**src/rtl/lsw_pkg.sv**
```systemverilog
package lsw_pkg;

  typedef enum logic [1:0] {
    SZ_BYTE = 2'b00,
    SZ_HALF = 2'b01,
    SZ_WORD = 2'b10,
    SZ_RSVD = 2'b11
  } acc_size_e;

  typedef enum logic [1:0] {
    AOP_EQ = 2'd0,
    AOP_NE = 2'd1,
    AOP_GE = 2'd2,
    AOP_LT = 2'd3
  } addr_op_e;

  typedef enum logic [1:0] {
    DIR_ANY   = 2'd0,
    DIR_READ  = 2'd1,
    DIR_WRITE = 2'd2,
    DIR_OFF   = 2'd3
  } dir_sel_e;

  // Low address bits that still take part in the compare, per access size.
  function automatic logic [1:0] keep_low_bits(input logic [1:0] size);
    logic [1:0] keep;
    case (acc_size_e'(size))
      SZ_BYTE: keep = 2'b11;
      SZ_HALF: keep = 2'b10;
      default: keep = 2'b00;
    endcase
    return keep;
  endfunction

endpackage

```
**src/rtl/lsw_addr_cmp.sv**
```systemverilog
module lsw_addr_cmp
  import lsw_pkg::*;
#(
  parameter int AW = 32
) (
  input  logic [AW-1:0] addr,
  input  logic [1:0]    size,
  input  logic [AW-1:0] ref_addr,
  input  logic [1:0]    op,
  output logic          hit
);

  logic [1:0]    keep;
  logic [AW-1:0] addr_m;
  logic [AW-1:0] ref_m;

  always_comb begin
    keep   = keep_low_bits(size);
    addr_m = {addr[AW-1:2], addr[1:0] & keep};
    ref_m  = {ref_addr[AW-1:2], ref_addr[1:0] & keep};
  end

  always_comb begin
    case (addr_op_e'(op))
      AOP_EQ:  hit = (addr_m == ref_m);
      AOP_NE:  hit = (addr_m != ref_m);
      AOP_GE:  hit = (addr_m >= ref_m);
      default: hit = (addr_m <  ref_m);
    endcase
  end

endmodule

```
**src/rtl/lsw_data_cmp.sv**
```systemverilog
module lsw_data_cmp #(
  parameter int DW = 32,
  localparam int LANES = DW / 8
) (
  input  logic [DW-1:0]    data,
  input  logic [DW-1:0]    ref_data,
  input  logic [LANES-1:0] lane_en,
  input  logic             neq,
  output logic             hit
);

  logic [LANES-1:0] lane_ok;

  for (genvar li = 0; li < LANES; li++) begin : g_lane
    logic same;
    assign same        = (data[8*li +: 8] == ref_data[8*li +: 8]);
    assign lane_ok[li] = ~lane_en[li] | same;
  end

  logic all_ok;
  assign all_ok = &lane_ok;
  assign hit    = neq ? ~all_ok : all_ok;

endmodule

```
**src/rtl/lsw_event_ctrl.sv**
```systemverilog
module lsw_event_ctrl #(
  parameter int CW = 16
) (
  input  logic          clk,
  input  logic          rst_n,
  input  logic          match,
  input  logic          retire,
  input  logic          flush,
  input  logic          cnt_load,
  input  logic [CW-1:0] cnt_init,
  output logic          evt,
  output logic [CW-1:0] cnt,
  output logic          cnt_zero
);

  logic          pend_q, pend_d;
  logic          evt_q, evt_d;
  logic [CW-1:0] cnt_q, cnt_d;
  logic          cnt_en;
  logic          fire;

  // next-state
  always_comb begin
    fire   = retire & ~flush & (pend_q | match);
    evt_d  = fire;
    pend_d = (retire | flush) ? 1'b0 : (pend_q | match);
    cnt_en = cnt_load | (fire & (|cnt_q));
    cnt_d  = cnt_load ? cnt_init : (cnt_q - {{(CW-1){1'b0}}, 1'b1});
  end

  // registers
  always_ff @(posedge clk or negedge rst_n) begin
    if (!rst_n) begin
      pend_q <= 1'b0;
      evt_q  <= 1'b0;
      cnt_q  <= '0;
    end else begin
      pend_q <= pend_d;
      evt_q  <= evt_d;
      if (cnt_en) cnt_q <= cnt_d;
    end
  end

  assign evt      = evt_q;
  assign cnt      = cnt_q;
  assign cnt_zero = (cnt_q == '0);

endmodule

```
**src/rtl/lsw_data_watch.sv**
```systemverilog
module lsw_data_watch
  import lsw_pkg::*;
#(
  parameter int AW = 32,
  parameter int DW = 32,
  parameter int CW = 16,
  localparam int LANES = DW / 8,
  localparam int NCMP  = 2
) (
  input  logic             clk,
  input  logic             rst_n,
  input  logic             acc_valid,
  input  logic [AW-1:0]    acc_addr,
  input  logic [1:0]       acc_size,
  input  logic             acc_write,
  input  logic [DW-1:0]    acc_data,
  input  logic             instr_retire,
  input  logic             flush,
  input  logic [AW-1:0]    cmp_addr_a,
  input  logic [AW-1:0]    cmp_addr_b,
  input  logic [1:0]       addr_op_a,
  input  logic [1:0]       addr_op_b,
  input  logic             range_en,
  input  logic [DW-1:0]    cmp_data,
  input  logic [LANES-1:0] lane_en,
  input  logic             data_neq,
  input  logic [1:0]       dir_sel,
  input  logic             cnt_load,
  input  logic [CW-1:0]    cnt_init,
  output logic             wp_event,
  output logic [CW-1:0]    cnt_value,
  output logic             cnt_zero
);

  // reset: asserted asynchronously, released after two clock edges
  logic [1:0] rst_pipe;
  logic       rst_int_n;

  always_ff @(posedge clk or negedge rst_n) begin
    if (!rst_n) rst_pipe <= 2'b00;
    else        rst_pipe <= {rst_pipe[0], 1'b1};
  end
  assign rst_int_n = rst_pipe[1];

  // address comparators
  logic [AW-1:0]   ref_addr [NCMP];
  logic [1:0]      ref_op   [NCMP];
  logic [NCMP-1:0] addr_hit;

  assign ref_addr[0] = cmp_addr_a;
  assign ref_addr[1] = cmp_addr_b;
  assign ref_op[0]   = addr_op_a;
  assign ref_op[1]   = addr_op_b;

  for (genvar ci = 0; ci < NCMP; ci++) begin : g_acmp
    lsw_addr_cmp #(.AW(AW)) u_acmp (
      .addr     (acc_addr),
      .size     (acc_size),
      .ref_addr (ref_addr[ci]),
      .op       (ref_op[ci]),
      .hit      (addr_hit[ci])
    );
  end

  logic addr_ok;
  assign addr_ok = range_en ? (&addr_hit) : addr_hit[0];

  // data comparator
  logic data_ok;
  lsw_data_cmp #(.DW(DW)) u_dcmp (
    .data     (acc_data),
    .ref_data (cmp_data),
    .lane_en  (lane_en),
    .neq      (data_neq),
    .hit      (data_ok)
  );

  // direction qualifier
  logic dir_ok;
  always_comb begin
    case (dir_sel_e'(dir_sel))
      DIR_ANY:   dir_ok = 1'b1;
      DIR_READ:  dir_ok = ~acc_write;
      DIR_WRITE: dir_ok = acc_write;
      default:   dir_ok = 1'b0;
    endcase
  end

  logic match;
  assign match = acc_valid & dir_ok & addr_ok & data_ok;

  lsw_event_ctrl #(.CW(CW)) u_evt (
    .clk      (clk),
    .rst_n    (rst_int_n),
    .match    (match),
    .retire   (instr_retire),
    .flush    (flush),
    .cnt_load (cnt_load),
    .cnt_init (cnt_init),
    .evt      (wp_event),
    .cnt      (cnt_value),
    .cnt_zero (cnt_zero)
  );

endmodule

```
**config.mk**
```make
export PLATFORM = sky130hd
export DESIGN_NAME = lsw_data_watch
export DESIGN_NICKNAME = d
export VERILOG_FILES = /design/src/rtl/lsw_pkg.sv /design/src/rtl/lsw_addr_cmp.sv /design/src/rtl/lsw_data_cmp.sv /design/src/rtl/lsw_event_ctrl.sv /design/src/rtl/lsw_data_watch.sv
export SDC_FILE = /design/constraint.sdc
export NUM_CORES = 1
export LEC_CHECK = 0
export ABC_CLOCK_PERIOD_IN_PS = 2450
export CORE_MARGIN = 2
export CORE_UTILIZATION = 38
export CTS_CLUSTER_DIAMETER = 80
export CTS_CLUSTER_SIZE = 12
export DETAILED_ROUTE_END_ITERATION = 10
export PLACE_DENSITY = 0.82
export SYNTH_ARGS = -nofsm -noshare
export SYNTH_HDL_FRONTEND = slang
export SYNTH_HIERARCHICAL = 1
export SYNTH_SLANG_ARGS = --single-unit
export TNS_END_PERCENT = 100
```
**constraint.sdc**
```tcl
create_clock -name clk -period 2.45 [get_ports clk]
set_clock_uncertainty 0.05 [all_clocks]
set_input_delay 0.49 -clock clk [delete_from_list [all_inputs] [get_ports clk]]
set_output_delay 0.49 -clock clk [all_outputs]
set_load 0.005 [all_outputs]
```
==> impl.org <==
** Synthesis
- Distinct cell type count after synthesis :: 48
- After synthesis, the share of flip-flops with an asynchronous set or reset is 1.000.
- Syn_nets :: 683
- Counting every instance in the synthesized netlist gives 421.
- Synthesis inferred 20 register bits.
- Netlist area before placement :: 3458 µm²
- In this run the mean area of a mapped cell was 8.215 µm².
- In the synthesized netlist the dominant register cell turns out to be dfrtp_1.
- For this run, the number of Yosys warnings is 6.
- The share of the Yosys chip area taken by registers is 0.1447.
- Yosys mapped a number of flops with a built-in enable equal to 0.

** Clock network
- The longest clock path from root to sink contains 2 buffers.
- Clock Pin Slew Worst Setup and Hold Paths :: 80 ps
- The tree is rooted in a clkbuf_8.
- Maximum level of the CTS H-tree :: 1
- TritonCTS clock tree :: yes
- CTS Hold Buffers Added :: 0
- The clock net in this run drives a total of 20 sinks.
- Clock latency on the worst-skew pair, taken at its later pin, is 260 ps.
- Buffers inserted during clock tree synthesis total 3.

** Drt
- Count of vias placed by the detailed router :: 4199
- Drt initial violations :: 105
- Total length of routed wires :: 14300 µm
- The first detailed-routing pass took 4 iterations.
- After detailed routing, the average wire length per cell comes to 18.08 µm.
- The count of nets left with antenna violations once routing finished came out at 0.
- Via-to-Cell Ratio :: 5.308
- DRC errors left :: 0

** Power
- Of the total power, combinational logic draws 0.663.
- IR analysis of the VDD net gives a maximum drop of 348.5 µV.
- Static leakage :: 2.847 nW
- Of the total power, the clock network draws 0.118.
- Of the total power, registers draw 0.218.
- Internal power comes to 1.159 mW.
- Pwr/cell area :: 254.9 nW/µm²
- Of the total power, the share spent switching nets is 0.3648.
- Net switching power :: 0.6655 mW

** Final layout
- The final layout contains 947 nets.
- Of the cells placed in the final design, the portion with a size suffix greater than 1 is 0.5110.
- Core Util, Final :: 0.8167
- Number of fill cells :: 509
- Non-filler instance count after layout :: 791
- The number of antenna diodes in the final layout is 0.
- Relative to the synthesized area, the layout overhead comes to 106.9%.

** GRT
- The first global-routing pass estimated 21620 µm of wire.
- Summed over all layers, the global routing overflow is 0.
- The number of antenna violations at the first check in global routing was 0.
- Entering global routing, the biggest net connects 19 pins.
- Across every metal layer, demand over resource in global routing totals 0.2701.
- The via count of the first global-routing pass is 4619.

** STA
- Minimum period implied by the final worst setup slack :: 3154 ps
- Worst Tran Pin Value :: 761.4 ps
- Setup violations remaining at the end of the flow were counted as 18.
- Period utilisation layout :: 1.287
- The number of max-slew violations in the final report came to 0.
- Setup slack on the critical path of the routed design comes to -703.6 ps.
- The number of hold violations in the final report came to 0.
- Unrepaired setup endpoints after global routing :: yes
- Based on the critical path, the design can be clocked at up to 317.1 MHz.
- Relative slew slack :: 0.4924

** Floorplan
- Die span in y :: 99.40 µm
- Number of top-level pins :: 215
- Count of standard-cell rows :: 34
- In this run the horizontal extent of the chip is 99.40 µm.
- Starting density of the core :: 0.3946
- Die area :: 9880 µm²
- Core area :: 8763 µm²

** Critical path
- In this run the critical register-to-register path is launched from u_evt/cnt[0]$_DFFE_PN0P_.
- The setup check on the worst reg-to-reg path leaves a slack of 160 ps.
- The number of cells on the worst reg-to-reg path is 6.
- Of all nets on the critical path, the largest fanout is 7.
- Worst EP arrival :: 3240 ps
- Destination of the worst register-to-register timing path :: u_evt/cnt[15]$_DFFE_PN0P_
- Endpoint type of the worst setup path :: register
- The worst setup path is launched from an input port.
- WP data required :: 2540 ps
- Critical setup path kind :: input port to register

** Flow run
- Number of maximum-capacitance violations :: 0

** Placed design
- Input and output buffers added on the ports amount to 214.
- After detailed placement, the design holds a cell count of 758.
- Detailed-placement wirelength estimate :: 10630 µm
- GP Congestion :: 0.8305

** Status
- Result of the run :: finished, violations left
- Violated checks :: setup timing

** Hold path
- Hold WC Path Type :: register to async pin
==> cell usage after synthesis, drive strengths merged, types with 6 or more instances <==
| master | n | area, µm² |
|---|---|---|
| a211oi | 6 | 50.05 |
| a21oi | 28 | 140.1 |
| dfrtp | 20 | 500.5 |
| ha | 65 | 813.3 |
| inv | 68 | 255.2 |
| nand2 | 40 | 150.1 |
| nand2b | 7 | 43.79 |
| nand3 | 16 | 95.09 |
| nand4 | 25 | 271.5 |
| nor2 | 14 | 52.55 |
| nor3 | 8 | 56.31 |
| nor4 | 10 | 141.4 |
| o21ai | 26 | 130.1 |
| xnor2 | 45 | 394.1 |
==> metrics by stage <==
stage / instance area (µm²) / setup TNS (ps) / hold WS [ps] / setup WS (ps) / power, mW
CTS: 6982 / -7446 / 282.0 / -526.5 / 1.747
finish: 7157 / -9451 / 258.4 / -703.6 / 1.824
floorplan: 4094 / -5338 / 144.4 / -425.1 / 0.8770
global placement: 6491 / -19810 / 269.9 / -1240 / 1.396
detailed placement: 6491 / -21650 / 284.7 / -1339 / 1.435
global route: 7157 / -12220 / 322.2 / -859.8 / 1.934
==> power by group through the flow <==
stage                     Clock (mW)  Combinational (mW)  Sequential (mW)
after global placement             0               0.995            0.400
final                          0.216                1.21            0.398
after detailed placement           0                1.03            0.402
after floorplan                    0               0.478            0.399
after CTS                      0.217                1.13            0.397
after global routing           0.234                1.30            0.403
==> worst max-delay path, cell delays in order <==
cell	delay, ps
clkdlybuf4s15_1	180
inv_2	50
ha_4	250
nand4_4	100
nor2_4	50
a221oi_2	300
nand4_1	200
a211o_1	340
nand3_2	90
nand3_2	70
nor3_2	120
o21ba_4	210
nand3_4	170
buf_4	210
nor4_4	160
xnor2_1	170
o21ai_1	80
==> state kept, by name, indices dropped and copies added (netlist names) <==
name / cells
rst_pipe: 2
u_evt/pend_q: 1
u_evt/evt: 1
u_evt/cnt: 16
==> area by class of cell <==
class                      count  area, µm²  area share
multi-input combinational    329       3930      0.5491
timing repair buffer         263       2272      0.3175
sequential                    20      500.5     0.06993
inverter                      68      277.8     0.03881
tap                          108      135.1     0.01888
clock buffer                   3      41.29    0.005769
==> placed cells by master, fill, tap and decap left out, types with 18 or more instances in the layout <==
cell type / instances
xnor2_1: 44
inv_2: 54
clkdlybuf4s50_1: 115
nand2_1: 30
buf_2: 38
dlygate4sd2_1: 18
o21ai_1: 18
ha_4: 58
buf_4: 46
dfrtp_1: 20
==> worst max-delay path by stage <==
stage / cells past startpoint / start / slack [ps] / endpoint
finish: 17 / cmp_addr_a[13] / -700 / u_evt/cnt[11]$_DFFE_PN0P_
global route: 17 / cmp_addr_a[13] / -860 / u_evt/cnt[10]$_DFFE_PN0P_
CTS: 16 / acc_addr[15] / -530 / u_evt/cnt[9]$_DFFE_PN0P_
detailed placement: 16 / cmp_addr_a[14] / -1340 / u_evt/cnt[6]$_DFFE_PN0P_
global placement: 16 / cmp_addr_a[14] / -1240 / u_evt/cnt[12]$_DFFE_PN0P_
floorplan: 15 / cmp_addr_a[14] / -430 / u_evt/cnt[12]$_DFFE_PN0P_
==> per-layer routing <==
| layer | track usage | vias up | wire (µm) |
|---|---|---|---|
| li1 | - | 1996 | - |
| met1 | 0.2852 | 1982 | 5273 |
| met2 | 0.5452 | 187 | 7864 |
| met3 | 0.03373 | 34 | 722 |
| met4 | 0.08535 | 0 | 439 |
| met5 | 0 | - | 0 |
==> cell families after synthesis <==
| logic type | synth area share |
|---|---|
| AO/OA/AOI/OAI | 0.1357 |
| XOR/XNOR | 0.1165 |
| adder cells (fa/ha/maj) | 0.2352 |
| buffers and inverters | 0.08032 |
| flip-flops | 0.1447 |
| multiplexers | 0.01266 |
| other | 0.001084 |
| AND/OR/NAND/NOR | 0.2739 |
==> what timing repair did <==
item | CTS | global route
setup buffers | 23 | 7
resized for setup | 394 | 78
pin swaps | 117 | 53
setup endpoints to repair | 19 | 18
Note: power is estimated with default switching activity, not from simulation.
